--- src/rtl/gpio_ctrl_pkg.sv ---
package gpio_ctrl_pkg;

   // Byte offsets of the register slots
   typedef enum logic [4:0] {
      OFS_DIR  = 5'h00,
      OFS_ODRN = 5'h04,
      OFS_DATA = 5'h08,
      OFS_EVT  = 5'h0C,
      OFS_MASK = 5'h10,
      OFS_EDGE = 5'h14,
      OFS_INEN = 5'h18
   } reg_ofs_e;

   localparam int unsigned MIN_ADDR_W = 5;

endpackage

--- src/rtl/gpio_in_sync.sv ---
module gpio_in_sync #(
   parameter int unsigned W      = 32,
   parameter int unsigned STAGES = 2
) (
   input  logic         clk,
   input  logic         rst_n,
   input  logic [W-1:0] raw_i,
   input  logic [W-1:0] en_i,
   output logic [W-1:0] gated_o
);

   if (STAGES < 2) begin : g_bad_stages
      $error("gpio_in_sync: STAGES must be at least 2");
   end

   logic [STAGES-1:0][W-1:0] stg_q;

   for (genvar s = 0; s < STAGES; s++) begin : g_stage
      always_ff @(posedge clk or negedge rst_n) begin
         if (!rst_n) begin
            stg_q[s] <= '0;
         end else if (s == 0) begin
            stg_q[s] <= raw_i;
         end else begin
            stg_q[s] <= stg_q[(s == 0) ? 0 : s-1];
         end
      end
   end

   assign gated_o = stg_q[STAGES-1] & en_i;


   sync_chain_chk: assert property (@(posedge clk) disable iff (!rst_n)
      1'b1 |=> ((stg_q[STAGES-1] & ~$past(stg_q[STAGES-1]) & ~$past(stg_q[STAGES-2])) == '0));

endmodule

--- src/rtl/gpio_evt.sv ---
module gpio_evt #(
   parameter int unsigned W = 32
) (
   input  logic         clk,
   input  logic         rst_n,
   input  logic [W-1:0] level_i,
   input  logic [W-1:0] fall_only_i,
   input  logic [W-1:0] clr_i,
   output logic [W-1:0] event_o
);

   logic [W-1:0] prev_q;
   logic [W-1:0] ev_q;
   logic [W-1:0] hit;

   for (genvar b = 0; b < W; b++) begin : g_edge
      assign hit[b] = fall_only_i[b] ? (prev_q[b] & ~level_i[b])
                                     : (prev_q[b] ^ level_i[b]);
   end

   always_ff @(posedge clk or negedge rst_n) begin
      if (!rst_n) begin
         prev_q <= '0;
         ev_q   <= '0;
      end else begin
         prev_q <= level_i;
         ev_q   <= (ev_q & ~clr_i) | hit;
      end
   end

   assign event_o = ev_q;


   set_wins_chk: assert property (@(posedge clk) disable iff (!rst_n)
      (hit != '0) |=> ((ev_q & $past(hit)) == $past(hit)));


   no_spurious_set_chk: assert property (@(posedge clk) disable iff (!rst_n)
      1'b1 |=> ((ev_q & ~$past(ev_q) & ~$past(hit)) == '0));


   clear_takes_chk: assert property (@(posedge clk) disable iff (!rst_n)
      1'b1 |=> ((ev_q & $past(clr_i & ~hit)) == '0));

endmodule

--- src/rtl/gpio_pad_map.sv ---
module gpio_pad_map #(
   parameter int unsigned W     = 32,
   parameter int unsigned LINES = 32
) (
   input  logic [W-1:0]     dir_w,
   input  logic [W-1:0]     odrn_w,
   input  logic [W-1:0]     lat_w,
   input  logic [LINES-1:0] pad_in_i,
   output logic [LINES-1:0] pad_out_o,
   output logic [LINES-1:0] pad_oe_o,
   output logic [W-1:0]     pad_w
);

   for (genvar n = 0; n < LINES; n++) begin : g_line
      localparam int unsigned B = W - 1 - n;
      assign pad_out_o[n] = lat_w[B];
      assign pad_oe_o[n]  = dir_w[B] & ~(odrn_w[B] & lat_w[B]);
      assign pad_w[B]     = pad_in_i[n];
   end

   for (genvar u = 0; u < W - LINES; u++) begin : g_unused
      assign pad_w[u] = 1'b0;
   end

endmodule

--- src/rtl/gpio_irq_ctrl.sv ---
module gpio_irq_ctrl #(
   parameter int unsigned DATA_W      = 32,
   parameter int unsigned LINES       = 32,
   parameter int unsigned ADDR_W      = 5,
   parameter int unsigned SYNC_STAGES = 2
) (
   input  logic              clk,
   input  logic              rst_n,
   input  logic [ADDR_W-1:0] bus_addr,
   input  logic              bus_we,
   input  logic [DATA_W-1:0] bus_wdata,
   output logic [DATA_W-1:0] bus_rdata,
   input  logic [LINES-1:0]  pad_in,
   output logic [LINES-1:0]  pad_out,
   output logic [LINES-1:0]  pad_oe,
   output logic              irq
);
   import gpio_ctrl_pkg::*;

   if (LINES > DATA_W || LINES == 0) begin : g_bad_lines
      $error("gpio_irq_ctrl: LINES must be 1..DATA_W");
   end
   if (ADDR_W < MIN_ADDR_W) begin : g_bad_addr
      $error("gpio_irq_ctrl: ADDR_W too small for the register map");
   end

   localparam logic [DATA_W-1:0] LINE_MASK = {DATA_W{1'b1}} << (DATA_W - LINES);
   localparam logic [ADDR_W-1:0] A_DIR  = ADDR_W'(OFS_DIR);
   localparam logic [ADDR_W-1:0] A_ODRN = ADDR_W'(OFS_ODRN);
   localparam logic [ADDR_W-1:0] A_DATA = ADDR_W'(OFS_DATA);
   localparam logic [ADDR_W-1:0] A_EVT  = ADDR_W'(OFS_EVT);
   localparam logic [ADDR_W-1:0] A_MASK = ADDR_W'(OFS_MASK);
   localparam logic [ADDR_W-1:0] A_EDGE = ADDR_W'(OFS_EDGE);
   localparam logic [ADDR_W-1:0] A_INEN = ADDR_W'(OFS_INEN);

   logic [DATA_W-1:0] dir_q, odrn_q, lat_q, mask_q, edge_q, inen_q;
   logic [DATA_W-1:0] pad_w, gated_w, evt_w, clr_w, data_view;

   always_ff @(posedge clk or negedge rst_n) begin
      if (!rst_n) begin
         dir_q  <= '0;
         odrn_q <= '0;
         lat_q  <= '0;
         mask_q <= '0;
         edge_q <= '0;
         inen_q <= '0;
      end else if (bus_we) begin
         case (bus_addr)
            A_DIR:   dir_q  <= bus_wdata & LINE_MASK;
            A_ODRN:  odrn_q <= bus_wdata & LINE_MASK;
            A_DATA:  lat_q  <= bus_wdata & LINE_MASK;
            A_MASK:  mask_q <= bus_wdata & LINE_MASK;
            A_EDGE:  edge_q <= bus_wdata & LINE_MASK;
            A_INEN:  inen_q <= bus_wdata & LINE_MASK;
            default: ;
         endcase
      end
   end

   assign clr_w = (bus_we && bus_addr == A_EVT) ? (bus_wdata & LINE_MASK) : '0;

   gpio_pad_map #(.W(DATA_W), .LINES(LINES)) u_pad_map (
      .dir_w     (dir_q),
      .odrn_w    (odrn_q),
      .lat_w     (lat_q),
      .pad_in_i  (pad_in),
      .pad_out_o (pad_out),
      .pad_oe_o  (pad_oe),
      .pad_w     (pad_w)
   );

   gpio_in_sync #(.W(DATA_W), .STAGES(SYNC_STAGES)) u_in_sync (
      .clk     (clk),
      .rst_n   (rst_n),
      .raw_i   (pad_w),
      .en_i    (inen_q),
      .gated_o (gated_w)
   );

   gpio_evt #(.W(DATA_W)) u_evt (
      .clk         (clk),
      .rst_n       (rst_n),
      .level_i     (gated_w),
      .fall_only_i (edge_q),
      .clr_i       (clr_w),
      .event_o     (evt_w)
   );

   assign data_view = (dir_q & lat_q) | (~dir_q & gated_w);

   always_comb begin
      case (bus_addr)
         A_DIR:   bus_rdata = dir_q;
         A_ODRN:  bus_rdata = odrn_q;
         A_DATA:  bus_rdata = data_view;
         A_EVT:   bus_rdata = evt_w;
         A_MASK:  bus_rdata = mask_q;
         A_EDGE:  bus_rdata = edge_q;
         A_INEN:  bus_rdata = inen_q;
         default: bus_rdata = '0;
      endcase
   end

   assign irq = |(evt_w & mask_q);

   function automatic logic [LINES-1:0] to_lines(input logic [DATA_W-1:0] v);
      for (int n = 0; n < LINES; n++) to_lines[n] = v[DATA_W-1-n];
   endfunction


   odrn_release_chk: assert property (@(posedge clk) disable iff (!rst_n)
      ((pad_oe & pad_out & to_lines(odrn_q)) == '0));


   input_undriven_chk: assert property (@(posedge clk) disable iff (!rst_n)
      ((pad_oe & ~to_lines(dir_q)) == '0));


   masked_quiet_chk: assert property (@(posedge clk) disable iff (!rst_n)
      (mask_q == '0) |-> !irq);

endmodule

--- config.mk ---
export PLATFORM = sky130hd
export DESIGN_NAME = gpio_irq_ctrl
export DESIGN_NICKNAME = d
export VERILOG_FILES = /design/src/rtl/gpio_ctrl_pkg.sv /design/src/rtl/gpio_in_sync.sv /design/src/rtl/gpio_evt.sv /design/src/rtl/gpio_pad_map.sv /design/src/rtl/gpio_irq_ctrl.sv
export SDC_FILE = /design/constraint.sdc
export NUM_CORES = 1
export LEC_CHECK = 0
export BUFFER_PORTS_ARGS = -buffer_cell sky130_fd_sc_hd__buf_2
export CORE_ASPECT_RATIO = 0.9
export CORE_MARGIN = 4
export CORE_UTILIZATION = 43
export DETAILED_ROUTE_END_ITERATION = 8
export PLACE_DENSITY = 0.73
export RECOVER_POWER = 50
export SLEW_MARGIN = 5
export SYNTH_ARGS = -nofsm -noshare
export SYNTH_HDL_FRONTEND = slang
export SYNTH_SLANG_ARGS = --single-unit
--- constraint.sdc ---
create_clock -name clk -period 2.1 [get_ports clk]
set_input_delay 0.105 -clock clk [delete_from_list [all_inputs] [get_ports clk]]
set_output_delay 0.105 -clock clk [all_outputs]
set_load 0.02 [all_outputs]
==> impl_metrics.json <==
{
  "status": "finished, violations left",
  "violations": "capacitance limit, slew limit, setup timing",
  "yosysTopAreaCellShare_pct": 56.8,
  "insertion_delay_ps": 510,
  "areaGrowthSynthToFinish_pct": 26.5,
  "crit_type": "flip-flop to primary output",
  "cts.sinks": 320,
  "synth_xor_xnor_area_share_pct": 0,
  "drtAntennaViolNets": 0,
  "nNetsFinal": 1464,
  "drive_gt1_share_pct": 35.6,
  "rows": 62,
  "tns_ps": -124,
  "grtUsageTotal_pct": 21.9,
  "p_int_mw": 12.9,
  "ios": 169,
  "first_pass_iters": 5,
  "clkTransAtPathRegs_ps": 60,
  "hold_viol_final": 0,
  "r2r-end": "u_evt.event_o[30]$_DFF_PN0_",
  "synth_top_family_by_area": "multiplexers",
  "reg2reg_depth": 4,
  "route.vias.total": 10200,
  "synth_top_flop_cell": "dfrtp_1",
  "yosys.cell_count.top_type": "dfrtp_1",
  "timing.rr.start": "u_in_sync.stg_q[62]$_DFF_PN0_",
  "die_w_um": 199,
  "syn_area_um2": 14100,
  "synth_top_cell_by_area": "dfrtp_1",
  "vias_per_cell": 5.68,
  "startpoint_type": "flip-flop",
  "core_um2": 32100,
  "io_buffers": 168,
  "grt_max_degree": 66,
  "synth_compound_area_share_pct": 11.2,
  "wl_per_cell_um": 21.9,
  "ys_warn_count": 0,
  "muxShareOfSynthArea_pct": 19.6,
  "worst_pin_slew_ps": 1750,
  "cp.arrival_ps": 2120,
  "totalWireLength_mm": 39.4,
  "drcViolationCount": 0,
  "p_comb_share_pct": 17.2,
  "synthTopCellsByCount": "dfrtp_1 (320), mux2_2 (161), nand2_1 (70)",
  "swShare_pct": 27.1,
  "cap_violations": 1,
  "synth_fa_ha_area_share_pct": 2.84,
  "reg2reg_setup_slack_ps": 860,
  "place_congestion": 0.886,
  "setup_violations": 1,
  "crit_required_ps": 2000,
  "dieArea_um2": 35700,
  "synth_edf_count": 0,
  "cts_buffers": 35,
  "power.total_mw": 17.7,
  "cts.htree.levels": 2,
  "crit_fanout": 3,
  "min_path_cells": 2,
  "grt_antenna_before_repair": 3,
  "max_slew_margin_pct": -16.4,
  "whs_endpoint": "u_in_sync.stg_q[16]$_DFF_PN0_",
  "max_freq_ghz": 0.450,
  "start_util_pct": 43.9,
  "syn_avg_cell_area_um2": 12.9,
  "power_frac_seq_pct": 44.9,
  "hp-start": "pad_in[15]",
  "ys_ff_latch": 320,
  "synth_simple_gate_area_share_pct": 6.67,
  "hpwlAfterDp_mm": 26.7,
  "slew_viol_final": 63,
  "fin_crit_sh_pct": 106,
  "ir_drop_mv": 0.667,
  "p_switching_mw": 4.79,
  "p_clk_share_pct": 37.9,
  "hold_path_class": "primary input to flip-flop",
  "cts_root_buf": "clkbuf_16",
  "cp-startpoint": "u_evt.event_o[23]$_DFF_PN0_",
  "period_needed_ps": 2220,
  "dieHeight_um": 180,
  "clk_path_buf_depth": 3,
  "crit_path_end_kind": "primary output",
  "grt_pass1_vias": 10900,
  "p_leak_nw": 8.47,
  "clock-skew-final_ps": 11.7,
  "grt_pass1_wl_mm": 62.0,
  "syn_inst": 1089,
  "rsz0062_at_grt": "true",
  "drtIter0Drc": 711,
  "synthTopCellsByArea": "dfrtp_1 (57%), mux2_2 (13%), mux2_4 (3.2%)",
  "dp_slack_ps": 120,
  "cts_tree": "built",
  "async_flop_share_pct": 100,
  "ys_types": 43,
  "powerDensity_nw_per_um2": 990,
  "syn-num-nets": 1193,
  "yosysSeqAreaShare_pct": 56.8,
  "grt.overflow.total": 0,
  "setup_slack_ps": -124
}
## cells in the final DEF, fill, tap and decap left out, types with 15 or more instances in the layout
cell | Yosys | layout
dfrtp_1 | 320 | 320
buf_2 | 19 | 163
mux2_2 | 161 | 161
nand2_1 | 70 | 69
dlygate4sd3_1 | 0 | 65
a21oi_1 | 49 | 49
mux2i_1 | 40 | 40
buf_4 | 0 | 40
inv_1 | 39 | 39
clkbuf_16 | 0 | 37
nand3_1 | 36 | 35
nor2_1 | 36 | 33
a221o_1 | 32 | 32
ha_1 | 32 | 32
mux2_4 | 30 | 30
a21boi_0 | 28 | 28
a22oi_1 | 31 | 24
a22o_1 | 19 | 19
o311ai_0 | 17 | 17
nand2b_1 | 15 | 15
## cell type report
cell class | instances | area, um2
fillers | 2705 | 14300
flip-flops and latches | 320 | 8010
multi-input cells | 674 | 5770
repair buffers | 290 | 2100
clock buffers | 52 | 1080
well taps | 416 | 520
clock inverters | 8 | 190
inverters | 39 | 146
diodes | 1 | 2.50
## registers in the layout, indices dropped and copies added (netlist names)
signal,count
lat_q,32
edge_q,32
u_in_sync.stg_q,64
odrn_q,32
dir_q,32
u_evt.prev_q,32
inen_q,32
u_evt.event_o,32
mask_q,32
## through the flow
step	hold slack [ps]	instance area [um2]	cells	utilization, %
final	229	17800	1800	55.5
after floorplan	-191	14100	1089	-
after detailed placement	96.7	15900	1672	49.4
after CTS	149	17800	1799	55.5
after global placement	93.0	15900	1672	49.4
after global routing	228	17800	1800	55.5
## power by group through the flow
| stage | registers, mW | logic [mW] | clock network, mW |
|---|---|---|---|
| after floorplan | 7.85 | 1.80 | 0 |
| after global placement | 7.94 | 2.84 | 0 |
| after detailed placement | 7.99 | 2.93 | 0 |
| after CTS | 7.90 | 3.06 | 6.83 |
| after global routing | 8.04 | 3.32 | 7.06 |
| final | 7.92 | 3.03 | 6.70 |
## kinds of logic (layout without fill, tap and decap cells)
kind of cell | Yosys count | after routing
AO/OA/AOI/OAI | 211 | 211
adder cells (fa/ha/maj) | 32 | 32
buffers and inverters | 95 | 389
flip-flops | 320 | 320
multiplexers | 236 | 236
other | 0 | 1
AND/OR/NAND/NOR | 195 | 195
## metal layers
layer	share of wire (%)	routed length (um)	GRT usage [%]
met5	0.074	29	0
met4	2.9	1160	7.11
met3	7.8	3080	5.19
met2	48	18800	35.9
met1	42	16400	29.0
## critical path: stages, from the launching register on
cell and delay [ps]:
dfrtp_1 430, a22oi_2 210, nand4_1 230, or4_4 580
buf_6 160
## how the worst max path moves through the flow
stage,endpoint,slack [ps],cells after the start
global placement,bus_rdata[2],130,8
finish,irq,-120,4
CTS,irq,-130,4
detailed placement,bus_rdata[11],120,7
global route,irq,-190,4
floorplan,bus_rdata[14],200,5
## timing repair
item	in CTS	in global routing
setup buffers	2	0
gates resized for setup	8	4
endpoints found under the hold margin	363	0
setup endpoints to repair	1	9
pin swaps	3	2
hold buffers	65	0
Note: power is estimated with default switching activity, not from simulation.
